--- config.mk ---
export PLATFORM = sky130hd
export DESIGN_NAME = csr_bank
export DESIGN_NICKNAME = d
export VERILOG_FILES = /design/src/rtl/csr_bank_pkg.sv /design/src/rtl/csr_req_decode.sv /design/src/rtl/csr_intman_array.sv /design/src/rtl/csr_busy_vec.sv /design/src/rtl/csr_scalar_regs.sv /design/src/rtl/csr_bank.sv
export SDC_FILE = /design/constraint.sdc
export NUM_CORES = 2
export LEC_CHECK = 0
export BUFFER_PORTS_ARGS = -buffer_cell sky130_fd_sc_hd__buf_2
export CORE_MARGIN = 4
export CORE_UTILIZATION = 50
export CTS_BUF_LIST = sky130_fd_sc_hd__clkbuf_16
export DETAILED_ROUTE_END_ITERATION = 6
export PLACE_DENSITY_LB_ADDON = 0.1
export SLEW_MARGIN = 25
export SYNTH_ARGS = -nofsm -noshare
export SYNTH_HDL_FRONTEND = slang
export SYNTH_SLANG_ARGS = --single-unit
--- constraint.sdc ---
create_clock -name clk -period 4.5 [get_ports clk]
set_clock_uncertainty 0.2 [all_clocks]
set_input_delay 0.225 -clock clk [delete_from_list [all_inputs] [get_ports clk]]
set_output_delay 0.225 -clock clk [all_outputs]
set_load 0.02 [all_outputs]
--- src/rtl/csr_bank_pkg.sv ---
package csr_bank_pkg;

  localparam int DATA_W = 64;

  typedef enum logic [3:0] {
    RG_NONE, RG_INTMAN, RG_SCALAR, RG_DATA0, RG_DATA1,
    RG_BUSY, RG_ADATA0, RG_ADATA1, RG_ABUSY
  } region_e;

  // Word numbers inside the single-register page.
  typedef enum logic [3:0] {
    SC_VEC      = 4'd0,
    SC_SERIAL   = 4'd1,
    SC_FUSE     = 4'd2,
    SC_BANK_AVL = 4'd3,
    SC_BANK_EN  = 4'd4,
    SC_BANK_STS = 4'd5,
    SC_HASH_EN  = 4'd6,
    SC_HASH_STS = 4'd7,
    SC_ERR_STS  = 4'd8,
    SC_LOG_EN   = 4'd9,
    SC_INT_EN   = 4'd10,
    SC_INJECT   = 4'd11,
    SC_FATAL_EN = 4'd12,
    SC_PEND_STS = 4'd13,
    SC_SYN_A    = 4'd14,
    SC_SYN_B    = 4'd15
  } scalar_e;

  localparam logic [DATA_W-1:0] MASK_VEC   = 64'h0000_0000_0000_003F;
  localparam logic [DATA_W-1:0] MASK_ENA   = 64'h0000_07FF_FFFF_FFFF;
  localparam logic [DATA_W-1:0] MASK_ERR   = 64'h8000_07FF_FFFF_FFFF;
  localparam logic [DATA_W-1:0] MASK_SYN_A = 64'h87FF_FFFF_FFFF_FFFF;
  localparam logic [DATA_W-1:0] MASK_SYN_B = 64'hFCFF_FFFF_FFFF_FFFF;

  localparam logic [DATA_W-1:0] RST_SERIAL   = 64'h0000_0000_DEAD_BEEF;
  localparam logic [DATA_W-1:0] RST_FUSE     = '1;
  localparam logic [DATA_W-1:0] RST_BANK_EN  = 64'h0000_0000_0000_00FF;
  localparam logic [DATA_W-1:0] RST_BANK_STS = 64'h0000_0000_0000_03CF;
  localparam logic [DATA_W-1:0] RST_LOG_EN   = 64'h0000_0000_1FFF_FFFF;

  localparam int BUSY_BIT = 6;

  function automatic int max3(input int a, input int b, input int c);
    int m;
    m = (a > b) ? a : b;
    return (m > c) ? m : c;
  endfunction

endpackage

--- src/rtl/csr_req_decode.sv ---
module csr_req_decode
  import csr_bank_pkg::*;
#(
  parameter int ADDR_W = 16,
  parameter int PG_W   = 6
) (
  input  logic [ADDR_W-1:0] addr,
  input  logic [3:0]        size,
  output region_e           region,
  output scalar_e           word,
  output logic [PG_W-1:0]   idx,
  output logic              legal
);

  localparam int PAGE_LSB = 3 + PG_W;
  localparam int PN_W     = ADDR_W - PAGE_LSB;

  logic [PN_W-1:0] page;

  assign page = addr[ADDR_W-1:PAGE_LSB];
  assign idx  = addr[PAGE_LSB-1:3];
  assign word = scalar_e'(idx[3:0]);

  always_comb begin
    region = RG_NONE;
    case (page)
      PN_W'(0): region = RG_INTMAN;
      PN_W'(1): if (idx < PG_W'(16)) region = RG_SCALAR;
      PN_W'(2): region = RG_DATA0;
      PN_W'(3): region = RG_DATA1;
      PN_W'(4): region = RG_BUSY;
      PN_W'(5): begin
        if (idx == PG_W'(0))      region = RG_ADATA0;
        else if (idx == PG_W'(1)) region = RG_ADATA1;
        else if (idx == PG_W'(2)) region = RG_ABUSY;
      end
      default: region = RG_NONE;
    endcase
  end

  assign legal = (size == 4'd8) && (addr[2:0] == 3'b000) && (region != RG_NONE);

endmodule

--- src/rtl/csr_intman_array.sv ---
module csr_intman_array #(
  parameter int N     = 64,
  parameter int IDX_W = 6
) (
  input  logic             clk,
  input  logic             rst,
  input  logic             wr_en,
  input  logic [IDX_W-1:0] idx,
  input  logic [11:0]      wr_bits,
  output logic [63:0]      rd_data
);

  // Only the writable bits are stored: {13:8, 5:0}.
  logic [11:0] ent_q [N];
  logic [11:0] cur;

  always_ff @(posedge clk) begin
    if (rst) begin
      for (int i = 0; i < N; i++) ent_q[i] <= '0;
    end else if (wr_en) begin
      ent_q[idx] <= wr_bits;
    end
  end

  assign cur     = ent_q[idx];
  assign rd_data = {50'b0, cur[11:6], 2'b00, cur[5:0]};

endmodule

--- src/rtl/csr_busy_vec.sv ---
module csr_busy_vec
  import csr_bank_pkg::*;
#(
  parameter int N     = 64,
  parameter int IDX_W = 6
) (
  input  logic             clk,
  input  logic             rst,
  input  logic             wr_en,
  input  logic [IDX_W-1:0] idx,
  input  logic             wr_bit,
  output logic [63:0]      rd_data
);

  logic [N-1:0] busy_q;

  always_ff @(posedge clk) begin
    if (rst)        busy_q      <= '0;
    else if (wr_en) busy_q[idx] <= wr_bit;
  end

  always_comb begin
    rd_data           = '0;
    rd_data[BUSY_BIT] = busy_q[idx];
  end

endmodule

--- src/rtl/csr_scalar_regs.sv ---
module csr_scalar_regs
  import csr_bank_pkg::*;
(
  input  logic        clk,
  input  logic        rst,
  input  logic        wr_en,
  input  scalar_e     word,
  input  logic [63:0] wdata,
  output logic [63:0] rd_data
);

  logic [63:0] vec_q, err_q, log_q, ien_q, inj_q, fat_q, syna_q, synb_q;

  always_ff @(posedge clk) begin
    if (rst) begin
      vec_q  <= '0;
      err_q  <= '0;
      log_q  <= RST_LOG_EN;
      ien_q  <= '0;
      inj_q  <= '0;
      fat_q  <= '0;
      syna_q <= '0;
      synb_q <= '0;
    end else if (wr_en) begin
      case (word)
        SC_VEC:                 vec_q  <= wdata & MASK_VEC;
        SC_ERR_STS, SC_PEND_STS: err_q <= wdata & MASK_ERR;
        SC_LOG_EN:              log_q  <= wdata & MASK_ENA;
        SC_INT_EN:              ien_q  <= wdata & MASK_ENA;
        SC_INJECT:              inj_q  <= wdata & MASK_ENA;
        SC_FATAL_EN:            fat_q  <= wdata & MASK_ENA;
        SC_SYN_A:               syna_q <= wdata & MASK_SYN_A;
        SC_SYN_B:               synb_q <= wdata & MASK_SYN_B;
        default: ;
      endcase
    end
  end

  always_comb begin
    case (word)
      SC_VEC:                  rd_data = vec_q;
      SC_SERIAL:               rd_data = RST_SERIAL;
      SC_FUSE:                 rd_data = RST_FUSE;
      SC_BANK_AVL, SC_BANK_EN: rd_data = RST_BANK_EN;
      SC_BANK_STS:             rd_data = RST_BANK_STS;
      SC_ERR_STS, SC_PEND_STS: rd_data = err_q;
      SC_LOG_EN:               rd_data = log_q;
      SC_INT_EN:               rd_data = ien_q;
      SC_INJECT:               rd_data = inj_q;
      SC_FATAL_EN:             rd_data = fat_q;
      SC_SYN_A:                rd_data = syna_q;
      SC_SYN_B:                rd_data = synb_q;
      default:                 rd_data = '0;
    endcase
  end

endmodule

--- src/rtl/csr_bank.sv ---
module csr_bank
  import csr_bank_pkg::*;
#(
  parameter int NDEV   = 64,
  parameter int NTGT   = 64,
  parameter int ADDR_W = 16,
  localparam int TGT_W = $clog2(NTGT)
) (
  input  logic              clk,
  input  logic              rst,
  input  logic              req_valid,
  input  logic              req_write,
  input  logic [3:0]        req_size,
  input  logic [ADDR_W-1:0] req_addr,
  input  logic [63:0]       req_wdata,
  input  logic [TGT_W-1:0]  req_cpu,
  output logic              rsp_valid,
  output logic              rsp_error,
  output logic [63:0]       rsp_rdata
);

  localparam int DEV_W = $clog2(NDEV);
  localparam int PG_W  = max3(DEV_W, TGT_W, 4);

  region_e         region;
  scalar_e         word;
  logic [PG_W-1:0] idx;
  logic            legal;
  logic            wr_go;
  logic [TGT_W-1:0] busy_idx;
  logic [63:0]     im_rd, sc_rd, busy_rd, rd_mux;

  csr_req_decode #(.ADDR_W(ADDR_W), .PG_W(PG_W)) u_dec (
    .addr  (req_addr),
    .size  (req_size),
    .region(region),
    .word  (word),
    .idx   (idx),
    .legal (legal)
  );

  assign wr_go = req_valid && req_write && legal;

  csr_intman_array #(.N(NDEV), .IDX_W(DEV_W)) u_intman (
    .clk    (clk),
    .rst    (rst),
    .wr_en  (wr_go && (region == RG_INTMAN)),
    .idx    (idx[DEV_W-1:0]),
    .wr_bits({req_wdata[13:8], req_wdata[5:0]}),
    .rd_data(im_rd)
  );

  csr_scalar_regs u_scalar (
    .clk    (clk),
    .rst    (rst),
    .wr_en  (wr_go && (region == RG_SCALAR)),
    .word   (word),
    .wdata  (req_wdata),
    .rd_data(sc_rd)
  );

  assign busy_idx = (region == RG_ABUSY) ? req_cpu : idx[TGT_W-1:0];

  csr_busy_vec #(.N(NTGT), .IDX_W(TGT_W)) u_busy (
    .clk    (clk),
    .rst    (rst),
    .wr_en  (wr_go && ((region == RG_BUSY) || (region == RG_ABUSY))),
    .idx    (busy_idx),
    .wr_bit (req_wdata[BUSY_BIT]),
    .rd_data(busy_rd)
  );

  // Mondo data words have no writer inside the bank and read as zero.
  always_comb begin
    case (region)
      RG_INTMAN:         rd_mux = im_rd;
      RG_SCALAR:         rd_mux = sc_rd;
      RG_BUSY, RG_ABUSY: rd_mux = busy_rd;
      default:           rd_mux = '0;
    endcase
  end

  always_ff @(posedge clk) begin
    if (rst) begin
      rsp_valid <= 1'b0;
      rsp_error <= 1'b0;
      rsp_rdata <= '0;
    end else begin
      rsp_valid <= req_valid;
      rsp_error <= req_valid && !legal;
      rsp_rdata <= (req_valid && !req_write && legal) ? rd_mux : '0;
    end
  end

endmodule

**After elaboration in Yosys (flattened, before gate mapping)**

Memory sizes are Yosys's and may differ from the RTL's.
Cells that the tools add are included.

- $lt $le $gt $ge: 3
- Equality and inequality tests: 25
- Muxes and demuxes: 21
- Bitwise logic cells: 1
- Reduce and logical (&&, ||, !) cells: 32

Operator list:

| operator | number |
|---|---|
| $pmux 64 s12 | 1 |
| $pmux 64 s3 | 1 |
| $bwmux 64 | 1 |
| $eq 4x4->1 const B | 10 |
| $pmux 4 s6 | 1 |
| $reduce_and 2->1 | 8 |
| $eq 7x2->1 const B | 2 |
| $eq 7x3->1 const B | 2 |
| $eq 4x2->1 const B | 3 |
| $eq 4x3->1 const B | 3 |
| $mux 12 | 1 |
| $mux 4 | 3 |
| $mux 6 | 2 |
| $reduce_or 12->1 | 1 |
| $logic_and 1x1->1 | 11 |
| $eq 4x1->1 const B | 2 |
| $mux 1 | 8 |
| $reduce_or 2->1 | 4 |
| $eq 7x1->1 const B | 1 |
| $logic_not 7->1 | 1 |
| $lt 6x7->1 const B | 1 |
| $bmux 1 s6 | 1 |
| $demux 1 s6 | 1 |
| $eq 6x1->1 const B | 1 |
| other kinds (11) | 12 |

- Flip-flop bits (word level): 474
- Memory bits (writable): 768
- Input port bits: 94
- Output and inout bits: 66
- Memories kept: 1

Memories:

| name | depth | bits a word | rd ports | clocked after memory_dff | wr ports | line | text |
|---|---|---|---|---|---|---|---|
| u_intman.ent_q | 64 | 12 | 1 | 0 | 64 | csr_intman_array.sv:14 | `logic [11:0] ent_q [N];` |

**Depth between registers and ports, before layout**

- Depth after elaboration: 14
- Gate-level depth with buffers: 11
- Depth with buffers taken out: 7

**Modules after synthesis**

A second synthesis with hierarchy kept.

- Cells, all modules: 5711
- Area, all modules: 59198.0 sq um

Modules (own cells, without submodules):

| module | instances | cells an instance | area an instance (sq um) |
|---|---|---|---|
| csr_intman_array | 1 | 2770 | 35942.0 |
| csr_scalar_regs | 1 | 1980 | 15219.6 |
| csr_bank | 1 | 464 | 4125.2 |
| csr_busy_vec | 1 | 460 | 3653.5 |
| csr_req_decode | 1 | 37 | 257.7 |

**Least setup slack after synthesis**

No wires, ideal clock.

- Path type: input-to-reg
- Start point: in req_addr[14]
- End point: mem u_intman.ent_q[63][0] (enable)
- Setup time: 0.346 ns
- Arrival time: 2.700 ns
- Setup slack: 1.254 ns
- Stages: 9
- Path buffers: 2
- Path through: or3_1 > maj3_2 > or3_4 > a2111oi_2 > nand4_1 > buf_4 > nor2_4 > buf_2 > a21o_1

RTL lines:

| item | line | text |
|---|---|---|
| start, declared | csr_bank.sv:14 | `input logic [ADDR_W-1:0] req_addr,` |
| end, declared | csr_intman_array.sv:14 |  |

**Worst setup path in the final report**

- Start point: in req_addr[15]
- End point: reg rsp_rdata[6]

- Word-level cells in the longest chain between the ends: 7
- Elaborated cells on any way between the ends: 21
- Classes of those cells: eq/ne (9); mux (5); bitwise (1); reduce/logical (6)

RTL lines:

| item | line | text |
|---|---|---|
| $eq 7x3->1 (tied with other cells) | csr_req_decode.sv:26 | `case (page)` |
| $pmux 4 s6 * | csr_req_decode.sv:26 |  |
| $eq 4x4->1 or $reduce_bool 4->1 (tied branches) | csr_bank.sv:62, csr_bank.sv:75, csr_req_decode.sv:41 |  |
| $mux 6 or $logic_and 1x1->1 (tied branches) | csr_bank.sv:62, csr_req_decode.sv:41 |  |
| $bmux 1 s6 or $logic_and 1x1->1 (tied branches) | csr_busy_vec.sv:24, csr_bank.sv:91 |  |
| $mux 1 (implied by the code) or $not 1->1 (tied branches) | n/a |  |
| $pmux 64 s3 or $reduce_or 2->1 (tied branches) | n/a |  |
| end signal, assigned | csr_bank.sv:91 | `rsp_rdata <= (req_valid && !req_write && legal) ? rd_mux : '0;` |
| end, declared | csr_bank.sv:19 | `output logic [63:0] rsp_rdata` |

Mark *: on every way between the ends. The rest lies on a longest branch, timed or not. The select of a mux whose other input is x is not followed.
A chain may end at the register's enable or synchronous reset.

==> impl_results.md <==
- Post-CTS Resized: 0
- H-tree levels: 4
- Die W: 345 um
- Sequential area share after synthesis: 0.574
- Synth cell types: 70
- Congestion Overflow GR: 0
- Vias per cell: 6.03
- Post-synth ARST share: 0
- Drc violations: 6
- Bufs on Longest Clock Path: 3
- EDFF count, synth: 768
- Clock latency on the worst-skew pair: 730 ps
- Setup TNS: 0 ps
- Layout area overhead: 12.7%
- Layout Nets: 4680
- I/O Buffers: 159
- Root buf cell: clkbuf_16
- CTS sink cnt: 1242
- 1st-pass router iterations: 7
- Cell internal pwr: 0.0190 W
- Flop pwr share: 0.507
- Cell Area, Synth: 56700 sq um
- Commonest cells after routing, fill and taps aside: 768 x edfxtp_1, 474 x dfxtp_1, 435 x and2_1, 340 x and3_1, 297 x nand2b_1
- Failing checks: DRC
- Max incr delay on CP: 610 ps
- Pleak: 24.7 nW
- First-pass GRT wire length: 240 mm
- Top Ports: 160
- Initial Util: 0.504
- CP most frequent cell: dlygate4sd3_1
- Worst EP arrival: 4700 ps
- Tot Pwr: 0.0246 W
- Commonest non-fill, non-tap cell in the layout: edfxtp_1
- Share of cells above drive strength 1: 0.184
- CTS tree: yes
- Initial antenna violation count: 4
- Least-Margin Pin Slew: 1070 ps
- Final hold vios: 0
- Hold Slack: 52.4 ps
- Slowest CP cell: or4b_1
- PD cells: 386 nW/um^2
- Max cap viols: 0
- GPL Wtd Cong: 0.798
- Layout fillers: 9133
- Switching Fraction: 0.230
- Max Fclk: 237 MHz
- Vias in the first global route: 37200
- NetSw: 0.00567 W
- DP Worst Slack: 644 ps
- Syn Inst Count: 4535
- Rel. slew slack: 0.286
- Hold/Removal Path Class: primary input to register
- Ratio of final minimum period to clock period: 0.938
- Share of total power in the clock network: 0.422
- Fin util: 0.568
- Core Footprint: 112000 sq um
- Wire per inst: 25.6 um
- Max-slew violation count: 0
- Largest net degree at the start of global routing: 203
- RSZ-0062 raised after global routing: false
- Initial drt markers: 3391
- Post-DP HPWL: 95.5 mm
- Via count: 37300
- Worst setup EP type: register
- TritonCTS Buffers: 136
- Die area: 119000 sq um
- Worst Setup Path Type: primary input to register
- Startpoint Class: primary input
- Clock transition at path regs: 60 ps
- GRT Total Usage: 0.266
- Data required, critical path: 4980 ps
- Post-layout min period: 4220 ps
- Peak supply drop: 0.000296 V
- Die H: 345 um
- Comb power frac: 0.071
- Post-synthesis average cell area: 12.5 sq um
- Primary FF master, synth: edfxtp_1
- Final worst slack: 280 ps
- Status: complete, but fails checks
- Row count: 123
- Antenna Nets Post-Route: 0
- Total wire length: 159 mm
- Max Fanout on Critical Path: 11
- Setup Viol. Count Final: 0
- Synth warnings: 0
- Syn Nets: 4629
- Worst path cell trace: dlygate4sd3_1 > buf_2 > or4b_1 > nor4_4 > a21o_1 > dlygate4sd3_1 > nor3_1 > buf_4 > a21boi_0 > or4_1 > o41ai_2 > dlygate4sd3_1
- Crit path max-delay family: buffers and inverters
- WP buf/inv: 5
- #FFs+latches synth: 1242
-- timing repair --
item / 4_1_cts / 5_1_grt
setup buffers: 0 / 0
hold buffers: 85 / 0
hold endpoints to repair: 383 / 0
-- power groups by stage --
stage | registers [W] | logic [W] | clock network, W
5_1_grt | 0.0125 | 0.00184 | 0.0110
3_3_place_gp | 0.0127 | 0.00169 | 0
6_report | 0.0125 | 0.00175 | 0.0104
2_1_floorplan | 0.0127 | 0.00104 | 0
3_5_place_dp | 0.0127 | 0.00169 | 0
4_1_cts | 0.0125 | 0.00175 | 0.0106
-- cells in the mapped netlist (all sizes together), types with 4 or more instances --
master / instances / area share
edfxtp: 768 / 0.41
dfxtp: 474 / 0.17
and2: 435 / 0.048
and3: 343 / 0.038
clkbuf: 336 / 0.022
nand2b: 298 / 0.033
mux2i: 296 / 0.052
mux4: 240 / 0.095
a21oi: 205 / 0.018
nand3: 199 / 0.018
o21ai: 161 / 0.014
buf: 158 / 0.015
nor2: 127 / 0.0089
nand2: 96 / 0.0064
nor3: 50 / 0.0076
a222oi: 40 / 0.0071
or2: 39 / 0.0043
a221oi: 34 / 0.0053
a21o: 33 / 0.0044
a31oi: 23 / 0.0025
nand4: 23 / 0.0025
a22oi: 19 / 0.0025
a22o: 18 / 0.0028
o22ai: 15 / 0.0017
a32oi: 14 / 0.0022
mux2: 13 / 0.0026
inv: 10 / 0.00066
a32o: 7 / 0.0012
nor2b: 6 / 0.00066
a21boi: 5 / 0.00066
a211oi: 4 / 0.00053
nor4b: 4 / 0.00062
o211a: 4 / 0.00071
-- sequential cells by signal (all words and copies together) (netlist names) --
register / cells
u_scalar.log_q: 43
rsp_rdata: 64
u_scalar.err_q: 44
u_scalar.synb_q: 62
rsp_valid: 1
u_scalar.inj_q: 43
u_intman.ent_q: 768
u_scalar.ien_q: 43
rsp_error: 1
u_scalar.vec_q: 6
u_scalar.syna_q: 60
u_busy.busy_q: 64
u_scalar.fat_q: 43
-- routing by layer --
| metal | global-route usage | routed length (um) | vias to the layer above | part of all wire |
|---|---|---|---|---|
| met5 | 0 | 0 | - | 0 |
| met4 | 0.0767 | 4050 | 0 | 0.026 |
| met3 | 0.0376 | 9760 | 213 | 0.062 |
| met2 | 0.439 | 77400 | 1237 | 0.49 |
| met1 | 0.370 | 67400 | 19000 | 0.42 |
| li1 | - | - | 16900 | - |
-- area by class of cell --
cell class | count | area, sq um | area share
well taps | 1500 | 1880 | 0.0294
inverters | 11 | 41.3 | 0.000646
repair buffers | 407 | 3190 | 0.0500
diodes | 2 | 5.00 | 0.0000783
multi-input cells | 2788 | 22200 | 0.347
clock buffers | 139 | 3480 | 0.0544
clock inverters | 103 | 601 | 0.00940
flip-flops and latches | 1242 | 32600 | 0.509
-- metrics by stage --
stage                     cells  area [sq um]
after floorplan            4535         56700
after global placement     5863         59000
after detailed placement   5863         59000
after CTS                  6190         63900
after global routing       6190         63900
final                      6192         63900
-- cell families (layout without fill, tap and decap cells) --
| kind of cell | after synthesis | in the layout | synth area share |
|---|---|---|---|
| AOI/OAI and AO/OA | 601 | 601 | 0.0675 |
| and+or+nand+nor | 1637 | 1637 | 0.170 |
| DFF | 1242 | 1242 | 0.574 |
| adders and majority gates | 1 | 1 | 0.000199 |
| muxes | 549 | 549 | 0.150 |
| buffers and inverters | 505 | 660 | 0.0376 |
| other | 0 | 2 | 0 |
-- worst paths after layout --
check / depth (start not counted) / from / slack, ps / endpoint
min: 2 / req_wdata[3] / 50 / u_intman.ent_q[35][3]$_SDFFCE_PN0P_
max reg2reg: 5 / u_intman.ent_q[54][6]$_SDFFCE_PN0P_ / 1610 / rsp_rdata[8]$_SDFF_PP0_
min reg2reg: 2 / u_scalar.synb_q[35]$_SDFFE_PP0P_ / 270 / u_scalar.synb_q[35]$_SDFFE_PP0P_
max: 12 / req_addr[15] / 280 / rsp_rdata[6]$_SDFF_PP0_
Note: power is estimated with default switching activity, not from simulation.
